[config.mk]
export PLATFORM = sky130hd
export DESIGN_NAME = sfifo_flagged
export DESIGN_NICKNAME = d
export VERILOG_FILES = /design/src/rtl/sfifo_pkg.sv /design/src/rtl/sfifo_ptr.sv /design/src/rtl/sfifo_occupancy.sv /design/src/rtl/sfifo_store.sv /design/src/rtl/sfifo_events.sv /design/src/rtl/sfifo_flagged.sv
export SDC_FILE = /design/constraint.sdc
export NUM_CORES = 1
export LEC_CHECK = 0
export BUFFER_PORTS_ARGS = -buffer_cell sky130_fd_sc_hd__buf_2
export CORE_ASPECT_RATIO = 1.5
export CORE_MARGIN = 4
export CORE_UTILIZATION = 30
export DETAILED_ROUTE_END_ITERATION = 7
export GPL_ROUTABILITY_DRIVEN = 0
export GPL_TIMING_DRIVEN = 0
export PLACE_DENSITY = 0.5
export SLEW_MARGIN = 20
export SYNTH_ARGS = -nofsm -noshare
export SYNTH_HDL_FRONTEND = slang
export SYNTH_SLANG_ARGS = --single-unit
export TNS_END_PERCENT = 100
[constraint.sdc]
create_clock -name clk -period 4.3 [get_ports clk]
set_input_delay 0.43 -clock clk [delete_from_list [all_inputs] [get_ports clk]]
set_output_delay 0.43 -clock clk [all_outputs]
set_load 0.03 [all_outputs]
[src/rtl/sfifo_pkg.sv]
package sfifo_pkg;

    // Occupancy class seen by the arbitration logic
    typedef enum logic [1:0] {
        OCC_EMPTY = 2'd0,
        OCC_PART  = 2'd1,
        OCC_FULL  = 2'd2
    } occ_t;

    // Transfers actually performed in a cycle
    typedef struct packed {
        logic push;
        logic pop;
    } xfer_t;

    // Outcome pulses registered for the next cycle
    typedef struct packed {
        logic ack;
        logic ovf;
        logic udf;
    } evt_t;

    // Boundary arbitration: a full FIFO refuses the write, an empty FIFO refuses the read
    function automatic xfer_t arbitrate(input logic wr, input logic rd, input occ_t occ);
        xfer_t x;
        x.push = wr && (occ != OCC_FULL);
        x.pop  = rd && (occ != OCC_EMPTY);
        return x;
    endfunction

    function automatic evt_t classify(input logic wr, input logic rd, input occ_t occ);
        evt_t e;
        e.ack = wr && (occ != OCC_FULL);
        e.ovf = wr && (occ == OCC_FULL);
        e.udf = rd && (occ == OCC_EMPTY);
        return e;
    endfunction

endpackage

[src/rtl/sfifo_ptr.sv]
module sfifo_ptr #(
    parameter int DEPTH  = 8,
    parameter int ADDR_W = 3
) (
    input  logic              clk,
    input  logic              rst_n,
    input  logic              adv,
    output logic [ADDR_W-1:0] ptr
);
    localparam logic [ADDR_W-1:0] LAST = ADDR_W'(DEPTH - 1);

    always_ff @(posedge clk or negedge rst_n) begin
        if (!rst_n) begin
            ptr <= '0;
        end else if (adv) begin
            if (ptr == LAST) begin
                ptr <= '0;
            end else begin
                ptr <= ptr + 1'b1;
            end
        end
    end
endmodule

[src/rtl/sfifo_occupancy.sv]
module sfifo_occupancy
    import sfifo_pkg::*;
#(
    parameter int DEPTH = 8,
    parameter int CNT_W = 4
) (
    input  logic  clk,
    input  logic  rst_n,
    input  xfer_t xfer,
    output occ_t  occ,
    output logic  full,
    output logic  almost_full,
    output logic  empty,
    output logic  almost_empty
);
    localparam logic [CNT_W-1:0] CNT_FULL = CNT_W'(DEPTH);
    localparam logic [CNT_W-1:0] CNT_HIGH = CNT_W'(DEPTH - 1);
    localparam logic [CNT_W-1:0] CNT_ONE  = CNT_W'(1);

    logic [CNT_W-1:0] count;

    always_ff @(posedge clk or negedge rst_n) begin
        if (!rst_n) begin
            count <= '0;
        end else begin
            unique case ({xfer.push, xfer.pop})
                2'b10:   count <= count + 1'b1;
                2'b01:   count <= count - 1'b1;
                default: count <= count;
            endcase
        end
    end

    always_comb begin
        full         = (count == CNT_FULL);
        empty        = (count == '0);
        almost_full  = (count == CNT_HIGH);
        almost_empty = (count == CNT_ONE);
        if (full) begin
            occ = OCC_FULL;
        end else if (empty) begin
            occ = OCC_EMPTY;
        end else begin
            occ = OCC_PART;
        end
    end
endmodule

[src/rtl/sfifo_store.sv]
module sfifo_store #(
    parameter int DATA_W = 8,
    parameter int DEPTH  = 8,
    parameter int ADDR_W = 3
) (
    input  logic              clk,
    input  logic              rst_n,
    input  logic              push,
    input  logic [ADDR_W-1:0] waddr,
    input  logic [DATA_W-1:0] wdata,
    input  logic              pop,
    input  logic [ADDR_W-1:0] raddr,
    output logic [DATA_W-1:0] rdata
);
    logic [DATA_W-1:0] mem [DEPTH];

    always_ff @(posedge clk or negedge rst_n) begin
        if (!rst_n) begin
            for (int i = 0; i < DEPTH; i++) begin
                mem[i] <= '0;
            end
        end else if (push) begin
            mem[waddr] <= wdata;
        end
    end

    always_ff @(posedge clk or negedge rst_n) begin
        if (!rst_n) begin
            rdata <= '0;
        end else if (pop) begin
            rdata <= mem[raddr];
        end
    end
endmodule

[src/rtl/sfifo_events.sv]
module sfifo_events
    import sfifo_pkg::*;
(
    input  logic clk,
    input  logic rst_n,
    input  evt_t evt_d,
    output evt_t evt_q
);
    always_ff @(posedge clk or negedge rst_n) begin
        if (!rst_n) begin
            evt_q <= '0;
        end else begin
            evt_q <= evt_d;
        end
    end
endmodule

[src/rtl/sfifo_flagged.sv]
module sfifo_flagged
    import sfifo_pkg::*;
#(
    parameter int DATA_W = 8,
    parameter int DEPTH  = 8
) (
    input  logic              clk,
    input  logic              rst_n,
    input  logic              wr_en,
    input  logic [DATA_W-1:0] wr_data,
    input  logic              rd_en,
    output logic [DATA_W-1:0] rd_data,
    output logic              full,
    output logic              almost_full,
    output logic              empty,
    output logic              almost_empty,
    output logic              wr_ack,
    output logic              overflow,
    output logic              underflow
);
    localparam int ADDR_W = (DEPTH > 1) ? $clog2(DEPTH) : 1;
    localparam int CNT_W  = ADDR_W + 1;

    occ_t  occ;
    xfer_t xfer;
    evt_t  evt_d;
    evt_t  evt_q;
    logic [ADDR_W-1:0] ptrs [2];
    logic [1:0]        adv;

    always_comb begin
        xfer  = arbitrate(wr_en, rd_en, occ);
        evt_d = classify(wr_en, rd_en, occ);
        adv   = {xfer.pop, xfer.push};
    end

    // index 0 is the write pointer, index 1 the read pointer
    for (genvar g = 0; g < 2; g++) begin : g_ptr
        sfifo_ptr #(.DEPTH(DEPTH), .ADDR_W(ADDR_W)) i_ptr (
            .clk   (clk),
            .rst_n (rst_n),
            .adv   (adv[g]),
            .ptr   (ptrs[g])
        );
    end

    sfifo_occupancy #(.DEPTH(DEPTH), .CNT_W(CNT_W)) i_occ (
        .clk          (clk),
        .rst_n        (rst_n),
        .xfer         (xfer),
        .occ          (occ),
        .full         (full),
        .almost_full  (almost_full),
        .empty        (empty),
        .almost_empty (almost_empty)
    );

    sfifo_store #(.DATA_W(DATA_W), .DEPTH(DEPTH), .ADDR_W(ADDR_W)) i_store (
        .clk   (clk),
        .rst_n (rst_n),
        .push  (xfer.push),
        .waddr (ptrs[0]),
        .wdata (wr_data),
        .pop   (xfer.pop),
        .raddr (ptrs[1]),
        .rdata (rd_data)
    );

    sfifo_events i_evt (
        .clk   (clk),
        .rst_n (rst_n),
        .evt_d (evt_d),
        .evt_q (evt_q)
    );

    assign wr_ack    = evt_q.ack;
    assign overflow  = evt_q.ovf;
    assign underflow = evt_q.udf;
endmodule

Word level (Yosys, flattened, before mapping)
Index checks and enable logic that the tools add are counted.

Register bits: 85. Input bits: 12. Output and inout port bits: 15. Word-level logic and storage cells: 53.

Add/sub/neg operators: 4. Order comparisons: 3. Eq/ne operators: 9. Muxes and demuxes: 11. Bitwise operators: 2. Reduce and logical (&&, ||, !) cells: 9.

Operators by type and width (count): 64-bit bitwise mux (1); 8-bit binary-select mux with 3-bit select (1); 8-bit demux with 3-bit select (1); 8-bit two-way mux (3); 4-bit >= comparator (second input constant) (2); 3-bit NOT with 4-bit output (2); 4-bit one-hot mux with 2 select lines (1); 3-bit by 1-bit adder with 3-bit output (second input constant) (2); 3-bit equality test (second input constant) (2); 3-bit two-way mux (2); 1-bit logical AND (5); 4-bit by 1-bit adder with 4-bit output (second input constant) (1); 2-bit equality test (second input constant) (2); 4-bit by 1-bit equality test with 1-bit output (second input constant) (1); 4-bit by 3-bit equality test with 1-bit output (second input constant) (1); 4-bit equality test (second input constant) (1); 4-bit logical NOT (1); 4-bit by 1-bit < comparator with 1-bit output (second input constant) (1); 2-bit nonzero test (2); 4-bit by 1-bit subtractor with 4-bit output (second input constant) (1); 2-bit by 1-bit equality test with 1-bit output (second input constant) (1); 2-bit logical NOT (1); 2-bit two-way mux (1); 2-bit != test (second input constant) (1); 1-bit two-way mux (1).

Logic depth before layout (Yosys ltp)
Gate-level depths: netlist of run 1.

Depth after elaboration: 7. Mapped depth: 10. Gate-level depth less buffers: 9.

Modules after synthesis
From an unflattened synthesis of run 1, not the netlist that was laid out.

Cell total of the unflattened synthesis: 293. Area, all modules: 3997.6 µm².

By module, submodules not included: sfifo_store (instances 1, cells each 234, area an instance 3319.4 µm², sequential area each 1801.7 µm²); sfifo_occupancy (instances 1, cells each 29, area an instance 285.3 µm², sequential area each 100.1 µm²); sfifo_ptr (instances 2, cells each 11, area an instance 142.6 µm², sequential area each 75.1 µm²); sfifo_events (instances 1, cells each 3, area an instance 75.1 µm², sequential area each 75.1 µm²); sfifo_flagged (instances 1, cells each 5, area an instance 32.5 µm², sequential area each 0.0 µm²).

Worst setup path before layout of run 1
OpenSTA, ideal clock, no wires.

Path type: reg2reg. Start: reg i_occ.count[0]. End: reg i_occ.count[3]. Library setup time: 0.079 ns. Data arrival time: 2.195 ns. Required time: 4.221 ns. Path slack: 2.025 ns. Stages on the path, launching flop included: 11. Buffers on the path: 1. Clock period less this slack: 2.275 ns. Cell sequence: dfrtp_1 > inv_1 > ha_1 > nor3b_1 > nand2b_1 > buf_2 > inv_1 > ha_1 > or4b_1 > a21oi_1 > xor2_1.

Longest elaborated chain between the ends: 7. Elaborated cells between the ends (all ways): 14. Those cells by class: add/sub: 2; eq/ne: 4; mux: 3; reduce/logical: 5.

Ends and longest elaborated chain: start, declared (line sfifo_occupancy.sv:20) `logic [CNT_W-1:0] count;`; start signal, assigned (line sfifo_occupancy.sv:27) `2'b10: count <= count + 1'b1;`; start signal, assigned (line sfifo_occupancy.sv:28) `2'b01: count <= count - 1'b1;`; start signal, assigned (line sfifo_occupancy.sv:29) `default: count <= count;`; 4-bit logical NOT (line sfifo_occupancy.sv:36) `empty = (count == '0);`; 1-bit two-way mux (line sfifo_occupancy.sv:41) `end else if (empty) begin`; 2-bit two-way mux (*) (line sfifo_occupancy.sv:39) `if (full) begin`; 2-bit nonzero test (*) (line sfifo_pkg.sv:27) `x.pop = rd && (occ != OCC_EMPTY);`; 1-bit logical AND (*) (line sfifo_pkg.sv:27); net g_ptr[1].i_ptr.adv (line sfifo_ptr.sv:7) `input logic adv,`; 2-bit by 1-bit equality test with 1-bit output or 2-bit equality test (tied branches) (line sfifo_occupancy.sv:26) `unique case ({xfer.push, xfer.pop})`; 4-bit one-hot mux with 2 select lines or 2-bit nonzero test (tied branches).

The timed path passes the listed nets; every way through them passes the cells marked *. A chain may end at the register's enable or synchronous reset.

Worst setup path after layout of run 1
Same ends and word-level chain as after synthesis.

==> metrics.cfg, run 1 <==
[outcome]
outcome=finished, final reports clean

[cts]
cts_resized=0
clockBufferDepth=2
post_cts_buffers=0
insertion_delay_ns=0.34
ctsHtreeMaxLevel=3
cts_buffers=9
tritoncts=yes
cts.sinks=85
cts_hold_buf=0
cts_root_buf=clkbuf_16
clk_pin_slew_ns=0.06

[grt]
grt_max_degree=57
antenna_found_initial=0
grt-ovfl-total=0
grtUsageTotal=0.127
grt_pass1_wl_um=14400
grt_pass1_vias=2490

[final_layout]
final.fill_count=1260
drive_above_1_share=0.438
multi_input_area_mm2=0.00180
syn2layout_area_growth_pct=18.4
seq_area_mm2=0.00213
postLayoutCoreUtil=0.365
num_antenna_cells=0
final_nets=345

[power_and_ir_drop]
total_power_w=0.00397
leakage_nw=2.18
power_density_mw_per_mm2=831
irDropWorstVdd_v=0.000218

[setup_path]
path_delay_family=simple AND/OR/NAND/NOR gates
crit_path_max_fanout=10
worstPathArrival_ns=2.85
worstRegToRegCells=10
r2r-start=i_occ.count[0]$_DFFE_PN0P_
r2r_slack_ns=1.70
critPathKind=register to register
cp-end-kind=register
path_buf_inv=3
required_ns=4.56
r2r_end=i_occ.count[3]$_DFFE_PN0P_
slowest_stage=dfrtp_1
worstSetupStartpointType=register
critPathMaxStageDelay_ns=0.45
crit_chain=inv_1, ha_1, nor3b_1, nand2b_1, buf_2, inv_1, ha_1, or4b_1, a21oi_1, xor2_1

[logic_synthesis]
synth_area_per_cell_um2=14.1
synth_cells=287
synth_top_area_share=0.527
syn_nets=308
ys_ff_latch=85
synth_area_mm2=0.00403
synth_area_leader_cell=dfrtp_1
synth_cell_types=30
synthTopCellsByArea=dfrtp_1 53%, mux2_2 22%, mux2i_1 4.2%
yosys_warnings=0
synth-seq-area-share=0.527

[placement]
dpl.hpwl_um=6110
io_buffers=25

[drt]
drtAntennaViolNets=0
vias_per_cell=4.97
drt-initial-drc-count=74
drt-total-wl_um=8890
vias=2426
drc_errors=0
firstDrtPassIters=4
wl_per_cell_um=18.2

[hold_path]
hp-class=input pin to asynchronous set/reset pin

[floorplanning]
die_w_um=103
rows=51
die_y_um=150
dieArea_mm2=0.0154
pin_count=27
start_util=0.308
core_mm2=0.0131

[timing]
fmaxAchievable_mhz=385
final_hold_viol_count=0
tns_ns=0
rsz0062_at_grt=no
worst_slew_pin_slew_ns=0.795
skew_ns=0.00684
finalCritPeriodShare=0.604
finalSetupViolCount=0
slew_viol_final=0
fin_crit_ns=2.60
worst_slew_margin_rel=0.468

[flow_run]
cap_violations=0

## registers in the layout, summed over array words and instances (netlist names)
signal           flops
i_occ.count          4
i_evt.evt_q          3
g_ptr.i_ptr.ptr      6
i_store.rdata        8
i_store.mem         64
## worst register-to-register path, stage by stage (launching register included)
cell,delay (ns)
dfrtp_1,0.45
inv_1,0.09
ha_1,0.25
nor3b_1,0.18
nand2b_1,0.20
buf_2,0.23
inv_1,0.09
ha_1,0.24
or4b_1,0.45
a21oi_1,0.18
xor2_1,0.16
## kinds of logic (layout without fill, tap and decap cells)
group                      count (synthesis)  in the layout  synth area share
DFF                                       85             85             0.527
adders and majority gates                  9              9            0.0279
AOI/OAI and AO/OA                         34             34            0.0571
muxes                                    103            103             0.290
xor gates and xnor gates                   4              4           0.00869
and+or+nand+nor                           33             33            0.0623
buffers and inverters                     19             61            0.0270
## stage by stage
| stage | setup slack (ns) | instances | hold slack, ns | cell area (µm²) |
|---|---|---|---|---|
| after global placement | 1.71 | 471 | 0.483 | 4360 |
| after floorplan | 2.03 | 287 | 0.134 | 4030 |
| final | 1.70 | 488 | 0.0267 | 4780 |
| after CTS | 1.64 | 488 | 0.0315 | 4780 |
| after detailed placement | 1.67 | 472 | 0.397 | 4390 |
| after global routing | 1.52 | 488 | 0.0454 | 4780 |
## cell usage after synthesis
master,count
dfrtp_1,85
mux2_2,78
mux2i_1,17
ha_1,9
o21ai_0,9
a22o_1,8
mux2_4,8
nor2_1,8
o22ai_1,8
o31ai_1,8
inv_1,6
nand2_1,5
nand4_2,4
buf_2,3
buf_4,3
buf_6,3
nand4b_2,3
nor2b_1,3
and2_1,2
buf_1,2
clkbuf_1,2
nand2b_1,2
nor3b_1,2
xnor2_1,2
xor2_1,2
a21oi_1,1
and4b_1,1
nand3b_4,1
nand4b_1,1
or4b_1,1
## final cells by class
class / instances / share of cell area
multi-input combinational: 183 / 0.376
tap: 159 / 0.0417
clock inverter: 6 / 0.0333
inverter: 6 / 0.00472
timing repair buffer: 26 / 0.0325
sequential: 85 / 0.445
buffer: 13 / 0.0181
clock buffer: 10 / 0.0479
## power by group
part / total, W / switching, W / leakage (nW) / internal, W
combinational: 0.00155 / 0.000741 / 0.967 / 0.000808
clock: 0.00100 / 0.000315 / 0.187 / 0.000686
sequential: 0.00142 / 0.000218 / 1.02 / 0.00120
## cells in the final DEF, fill, tap and decap left out, types with 3 or more instances in the layout
cell type	instances
inv_1	6
mux2_2	78
clkbuf_1	3
o31ai_1	8
nand2_1	5
ha_1	9
a22o_1	8
buf_6	3
buf_4	4
o21ai_0	9
nand4_2	4
nor2_1	8
clkbuf_16	9
bufinv_16	5
mux2_4	8
nand4b_2	3
mux2i_1	17
dfrtp_1	85
o22ai_1	8
buf_2	27
nor2b_1	3
## per-layer routing
layer | vias to the layer above | wire length (µm) | track usage
met5 | - | 0 | 0
met4 | 0 | 180 | 0.0552
met3 | 13 | 159 | 0.0187
met2 | 29 | 4700 | 0.217
met1 | 1257 | 3850 | 0.156
li1 | 1127 | - | -
## how the worst max path moves through the flow
stage,startpoint,endpoint,slack [ns],cells after the start
after global routing,i_occ.count[0]$_DFFE_PN0P_,i_occ.count[3]$_DFFE_PN0P_,1.52,10
after floorplan,i_occ.count[0]$_DFFE_PN0P_,i_occ.count[3]$_DFFE_PN0P_,2.03,10
final,i_occ.count[0]$_DFFE_PN0P_,i_occ.count[3]$_DFFE_PN0P_,1.70,10
after detailed placement,i_occ.count[0]$_DFFE_PN0P_,i_occ.count[3]$_DFFE_PN0P_,1.67,10
after global placement,i_occ.count[0]$_DFFE_PN0P_,i_occ.count[3]$_DFFE_PN0P_,1.71,10
after CTS,i_occ.count[0]$_DFFE_PN0P_,i_occ.count[3]$_DFFE_PN0P_,1.64,10
No activity file was read; power rests on OpenSTA's default activity.
==> inputs of run 2 (changes only) <==
Settings changed: ABC_AREA set to 1, PLACE_DENSITY 0.5 to 0.52.
Clock period 4.3 ns to 2.15 ns, I/O delays scaled along.
==> run 2 against run 1 <==
Compared with the run above:
- maximum frequency up 31%
- power up 95%
- highest routed layer unchanged
- core utilization down 0.14 points
- clock power up 82%
- critical endpoint is now i_occ.count[2]$_DFFE_PN0P_
==> metrics.cfg, run 2 <==
[logic_synthesis]
synth_top_area_share=0.509  ; -0.0183
synth_ff_type=dfrtp_1
ys_top_cells_by_count=179 x nand2_1, 85 x dfrtp_1, 71 x inv_1
synth_edf_count=0  ; unchanged
synth_cells=520  ; +81%
synth-seq-area-share=0.509  ; -0.0183
synth_area_leader_cell=dfrtp_1
yosysMostFrequentCell=nand2_1
synth_area_mm2=0.00418  ; +3.6%
async_flop_share=1.00  ; unchanged
synth_cell_types=28  ; -6.7%
synth_area_per_cell_um2=8.04  ; -43%
yosys_warnings=0  ; unchanged
syn_nets=541  ; +76%
ys_ff_latch=85  ; unchanged
synthTopCellsByArea=dfrtp_1 51%, nand2_1 16%, inv_1 6.4%

[timing]
worst_slew_margin_rel=0.605  ; +0.136
finalCritPeriodShare=0.924  ; +0.321
fmaxAchievable_mhz=503  ; +31%
tns_ns=0  ; unchanged
slew_viol_final=0  ; unchanged
skew_ns=0.00839  ; +0.00155 ns
rsz0062_at_grt=no
finalSetupViolCount=0  ; unchanged
fin_crit_ns=1.99  ; -0.609 ns
worst_slew_pin_slew_ns=0.593  ; -0.201 ns
final_hold_viol_count=0  ; unchanged

[drt]
vias_per_cell=4.58  ; -7.9%
vias=3324  ; +37%
wl_met2_um=5670  ; +21%
drc_errors=0  ; unchanged
drt-initial-drc-count=128  ; +73%
firstDrtPassIters=4  ; unchanged
top_layer=met4
wl_met1_um=4320  ; +12%
wl_per_cell_um=14.4  ; -21%
met3WireLength_um=222  ; +40%
drt-total-wl_um=10400  ; +17%
drtAntennaViolNets=0  ; unchanged

[power_and_ir_drop]
leakage_nw=2.56  ; +17%
total_power_w=0.00774  ; +95%
pwr-share-seq=0.352  ; -0.005
power_frac_clock=0.235  ; -0.017
switching_share=0.399  ; +0.0784
combPwrFrac=0.413  ; +0.023
irDropWorstVdd_v=0.000451  ; +110%
power_density_mw_per_mm2=1560  ; +88%
p_sw_w=0.00309  ; +140%
internal-power_w=0.00465  ; +72%

[final_layout]
drive_above_1_share=0.145  ; -0.292
layout_commonest_cell=nand2_1
largest_reg_flops=64  ; unchanged
num_antenna_cells=0  ; unchanged
syn2layout_area_growth_pct=18.4  ; about the same
reg_top3=i_store.mem (64), i_store.rdata (8), g_ptr.i_ptr.ptr (6)
postLayoutCoreUtil=0.364  ; -0.00136
final_nets=581  ; +68%
top_register=i_store.mem
final_cell_mix=179 x nand2_1, 84 x dfrtp_1, 69 x inv_1

[floorplanning]
die_w_um=104  ; +1.6%
dieArea_mm2=0.0159  ; +3.4%
start_util=0.307  ; -0.00104
rows=52  ; +2.0%
core_mm2=0.0136  ; +3.9%
die_y_um=153  ; +1.7%
pin_count=27  ; unchanged

[grt]
grt-ovfl-total=0  ; unchanged
grt_max_degree=45  ; -21%
grt_pass1_wl_um=17700  ; +23%
antenna_found_initial=0  ; unchanged
grt_pass1_vias=3457  ; +39%
grtUsageTotal=0.139  ; +0.0120

[flow_run]
cap_violations=0  ; unchanged

[cts]
clk_pin_slew_ns=0.07  ; about the same
clockBufferDepth=2  ; unchanged
insertion_delay_ns=0.34  ; about the same
cts.sinks=85  ; unchanged
cts_buffers=9  ; unchanged
tritoncts=yes
cts_root_buf=clkbuf_16
ctsHtreeMaxLevel=3  ; unchanged

[setup_path]
crit_chain=inv_2, ha_4, nand3_4, nand2_2, inv_1, buf_4, ha_4, a21oi_1, o21ai_0, xor2_1, inv_1
r2r-start=i_occ.count[0]$_DFFE_PN0P_
required_ns=2.38  ; -2.18 ns
critPathMaxStageDelay_ns=0.42  ; -0.03 ns
cp-startpoint=i_occ.count[0]$_DFFE_PN0P_
critPathKind=register to register
worstSetupStartpointType=register
crit_path_max_fanout=10  ; unchanged
worstPathArrival_ns=2.22  ; -0.63 ns
cp-end-kind=register
slowest_stage=dfrtp_2

[placement]
io_buffers=26  ; +4.0%
dpl.hpwl_um=7780  ; +27%

[hold_path]
hp-class=input pin to register
min_from=rd_en

[outcome]
outcome=finished, final reports clean

[run 2: changes by cell type after synthesis, sizes merged, moves of 17 or more]
cell   change
nand3     +51
nand2    +179
inv       +67
o21ai     +64
mux2i     -17
mux2      -86
[run 2: repair_timing]
item / in CTS / in global routing
gates resized for setup: 4 / 4
setup buffers: 1 / 0
hold endpoints to repair: 41 / 0
endpoints found under the setup margin: 4 / 2
pin swaps: 1 / 1
hold buffers: 1 / 0
[run 2: worst paths after layout]
kind                                                endpoint  cells past startpoint  slack, ns
worst max-delay path              i_occ.count[2]$_DFFE_PN0P_                     11       0.16
worst min-delay path                i_evt.evt_q[0]$_DFF_PN0_                      3       0.09
worst max register to register    i_occ.count[2]$_DFFE_PN0P_                     11       0.16
worst min register to register  i_store.rdata[3]$_DFFE_PN0P_                      2       0.48
max in group asynchronous         i_occ.count[0]$_DFFE_PN0P_                      3       1.10
min in group asynchronous       i_store.rdata[2]$_DFFE_PN0P_                      2       0.40
[run 2: critical path: cells and delay by family (launching register included)]
kind,cells,cell delay (ns)
flops,1,0.42
simple gates,2,0.19
fa+ha+maj,2,0.41
buf+inv,4,0.49
compound gates,2,0.22
xor+xnor,1,0.14
[run 2: layout make-up]
class | instances | area (µm²)
Fill cell | 1406 | 8650
Sequential cell | 85 | 2130
Multi-Input combinational cell | 339 | 1650
Inverter | 75 | 284
Clock buffer | 11 | 253
Tap cell | 162 | 203
Timing Repair Buffer | 29 | 178
Buffer | 21 | 153
Clock inverter | 4 | 95.1
[run 2: metrics by stage]
| stage | instance area, µm² | std cells | worst slack [ns] | hold WS [ns] |
|---|---|---|---|---|
| floorplan | 4180 | 520 | 0.126 | -0.0806 |
| global placement | 4510 | 708 | -0.296 | 0.447 |
| detailed placement | 4540 | 709 | -0.332 | 0.250 |
| CTS | 4930 | 726 | 0.0420 | 0.0835 |
| global route | 4950 | 726 | 0.0211 | 0.107 |
| finish | 4950 | 726 | 0.162 | 0.0907 |
[run 2: cell families (layout without fill, tap and decap cells)]
group | after synthesis | count (layout) | share of synthesized area
adders and majority gates | 9 | 9 | 0.0269
and+or+nand+nor | 252 | 252 | 0.256
DFF | 85 | 85 | 0.509
AOI/OAI and AO/OA | 75 | 75 | 0.0973
xor gates and xnor gates | 3 | 3 | 0.00629
buffers and inverters | 96 | 140 | 0.104
[run 2: layer usage]
metal,vias up,global-route usage
li1,1701,-
met1,1570,0.159
met2,40,0.254
met3,13,0.0246
met4,0,0.0551
met5,-,0
[run 2: power groups by stage]
| stage | Combinational, W | Clock (W) | Sequential (W) |
|---|---|---|---|
| final | 0.00320 | 0.00182 | 0.00272 |
| after floorplan | 0.00216 | 0 | 0.00283 |
| after global routing | 0.00365 | 0.00193 | 0.00282 |
| after global placement | 0.00308 | 0 | 0.00272 |
| after detailed placement | 0.00314 | 0 | 0.00275 |
| after CTS | 0.00320 | 0.00186 | 0.00272 |
==> inputs of run 3 (changes only) <==
Settings changed: PLACE_DENSITY 0.52 to unset, PLACE_DENSITY_LB_ADDON set to 0.3.
==> run 3 against run 2 <==
Compared with the run above:
- core utilization down 0.064 points
- maximum frequency fell by 0.19%
- hold slack improved by 0.016 ns
- non-clock buffer count is 2 higher
- die area stayed put
- critical path depth unchanged
- setup slack got worse by 0.0038 ns
- register-to-register slack is essentially flat
- global-route usage barely moved
- sequential share of layout area rose by 0.076 points
- clock power decreased by 4%
- first-iteration DRC count increased by 38%
==> metrics.cfg, run 3 (same netlist as run 2, synthesis figures left out) <==
[outcome]
outcome=finished, final reports clean

[final_layout]
final_nets=583  ; +0.34%
reg_top3=i_store.mem (64), i_store.rdata (8), g_ptr.i_ptr.ptr (6)
final_cell_mix=179 x nand2_1, 84 x dfrtp_1, 69 x inv_1
num_antenna_cells=0  ; unchanged
final_cell_area_mm2=0.00494  ; -0.18%
syn2layout_area_growth_pct=18.1
largest_reg_flops=64  ; unchanged
layout_commonest_cell=nand2_1
top_register=i_store.mem
drive_above_1_share=0.150  ; +0.00452

[power_and_ir_drop]
total_power_w=0.00767  ; -0.86%
irDropWorstVdd_v=0.000525  ; +16%
power_density_mw_per_mm2=1550  ; -0.68%
leakage_nw=2.55  ; about the same

[placement]
dpl.hpwl_um=7660  ; -1.6%
io_buffers=26  ; unchanged
dpl_cell_area_mm2=0.00454  ; unchanged

[setup_path]
r2r_slack_ns=0.16  ; about the same
worstPathArrival_ns=2.23  ; about the same
r2r_end=i_occ.count[2]$_DFFE_PN0P_
worstSetupStartpointType=register
r2r-start=i_occ.count[0]$_DFFE_PN0P_
critPathKind=register to register
cp-startpoint=i_occ.count[0]$_DFFE_PN0P_
endpoint=i_occ.count[2]$_DFFE_PN0P_
worstRegToRegCells=11  ; unchanged
crit_path_max_fanout=10  ; unchanged
required_ns=2.39  ; about the same
cp-end-kind=register

[floorplanning]
rows=52  ; unchanged
dieArea_mm2=0.0159  ; unchanged
start_util=0.307  ; unchanged
die_w_um=104  ; unchanged
die_y_um=153  ; unchanged
pin_count=27  ; unchanged
core_mm2=0.0136  ; unchanged

[timing]
worst_slew_pin_slew_ns=0.621  ; +0.0280 ns
finalSetupViolCount=0  ; unchanged
skew_ns=0.0109  ; +0.00252 ns
slew_viol_final=0  ; unchanged
fmaxAchievable_mhz=502  ; -0.19%
worst_slew_margin_rel=0.586  ; -0.0187
final_hold_viol_count=0  ; unchanged
rsz0062_at_grt=no
fin_crit_ns=1.99  ; +0.00385 ns
finalCritPeriodShare=0.926  ; +0.00179

[cts]
cts_buffers=9  ; unchanged
ctsHtreeMaxLevel=3  ; unchanged
clockBufferDepth=2  ; unchanged
cts_root_buf=clkbuf_16
tritoncts=yes
insertion_delay_ns=0.35  ; about the same
cts.sinks=85  ; unchanged
clk_pin_slew_ns=0.07  ; about the same

[drt]
drt-initial-drc-count=177  ; +38%
drtAntennaViolNets=0  ; unchanged
drc_errors=0  ; unchanged
vias_per_cell=4.73  ; +3.3%
wl_per_cell_um=14.6  ; +1.3%
firstDrtPassIters=4  ; unchanged
vias=3448  ; +3.7%
drt-total-wl_um=10600  ; +1.7%

[grt]
grtUsageTotal=0.139  ; -0.000500
grt_pass1_vias=3504  ; +1.4%
grt_pass1_wl_um=17500  ; -1.2%
grt_max_degree=58  ; +29%
antenna_found_initial=0  ; unchanged
grt-ovfl-total=0  ; unchanged

[flow_run]
cap_violations=0  ; unchanged

[hold_path]
hp-class=input pin to register

-- run 3: changes by cell type in the layout (fill, tap and decap cells not counted), sizes merged --
cell      previous run  this run
bufinv               3         2
inv                 73        74
clkinv               3         4
clkbuf              17        16
clkinvlp             0         1
buf                 43        45
-- run 3: worst min-delay path by stage --
stage,startpoint,to,cells past startpoint
floorplan,rst_n,g_ptr[0].i_ptr.ptr[0]$_DFFE_PN0P_,0
global placement,rd_en,i_evt.evt_q[0]$_DFF_PN0_,3
detailed placement,rst_n,i_store.mem[2]$_DFFE_PN0P_,1
CTS,wr_data[7],i_store.mem[63]$_DFFE_PN0P_,3
global route,wr_en,i_evt.evt_q[1]$_DFF_PN0_,3
finish,wr_data[7],i_store.mem[63]$_DFFE_PN0P_,3
-- run 3: power breakdown --
part	internal (W)	switching [W]	leakage (nW)
Clock	0.00106	0.000680	0.159
Combinational	0.00113	0.00208	1.34
Sequential	0.00233	0.000396	1.06
-- run 3: cell type report --
class	instances	area (µm²)
clock buffers	10	239
inverters	75	284
plain buffers	21	156
clock inverters	6	93.8
repair buffers	31	193
flip-flops and latches	85	2130
multi-input cells	339	1640
fillers	1375	8660
well taps	162	203
-- run 3: metal layers --
| metal | track usage | wire, µm | up-vias |
|---|---|---|---|
| li1 | - | - | 1702 |
| met1 | 0.158 | 4350 | 1666 |
| met2 | 0.252 | 5730 | 63 |
| met3 | 0.0187 | 319 | 17 |
| met4 | 0.0665 | 224 | 0 |
| met5 | 0 | 0 | - |
-- run 3: what timing repair did --
item / in CTS / in global routing
setup endpoints to repair: 4 / 2
hold buffers: 1 / 0
buffers inserted: 1 / 2
hold endpoints to repair: 28 / 0
gates resized for setup: 3 / 5
pin swaps: 1 / 0
-- run 3: worst max-delay path, stage by stage (launching register included) --
cell and delay [ns]:
dfrtp_2 0.44, inv_2 0.08, ha_2 0.20, nand3_2 0.12, nand2_4 0.12, inv_1 0.10, buf_6 0.17, ha_4 0.30
a21oi_1 0.04, o21ai_0 0.09, xor2_1 0.17, inv_1 0.05
-- run 3: per-stage QoR --
step	std cells	utilization	TNS, ns	worst slack (ns)	hold WS, ns
final	729	0.363	0	0.159	0.107
after global routing	729	0.363	0	0.00820	0.121
after CTS	727	0.361	0	0.000939	0.103
after detailed placement	709	0.334	-0.511	-0.276	0.187
after global placement	708	0.332	-0.330	-0.211	0.448
after floorplan	520	-	0	0.126	-0.0806
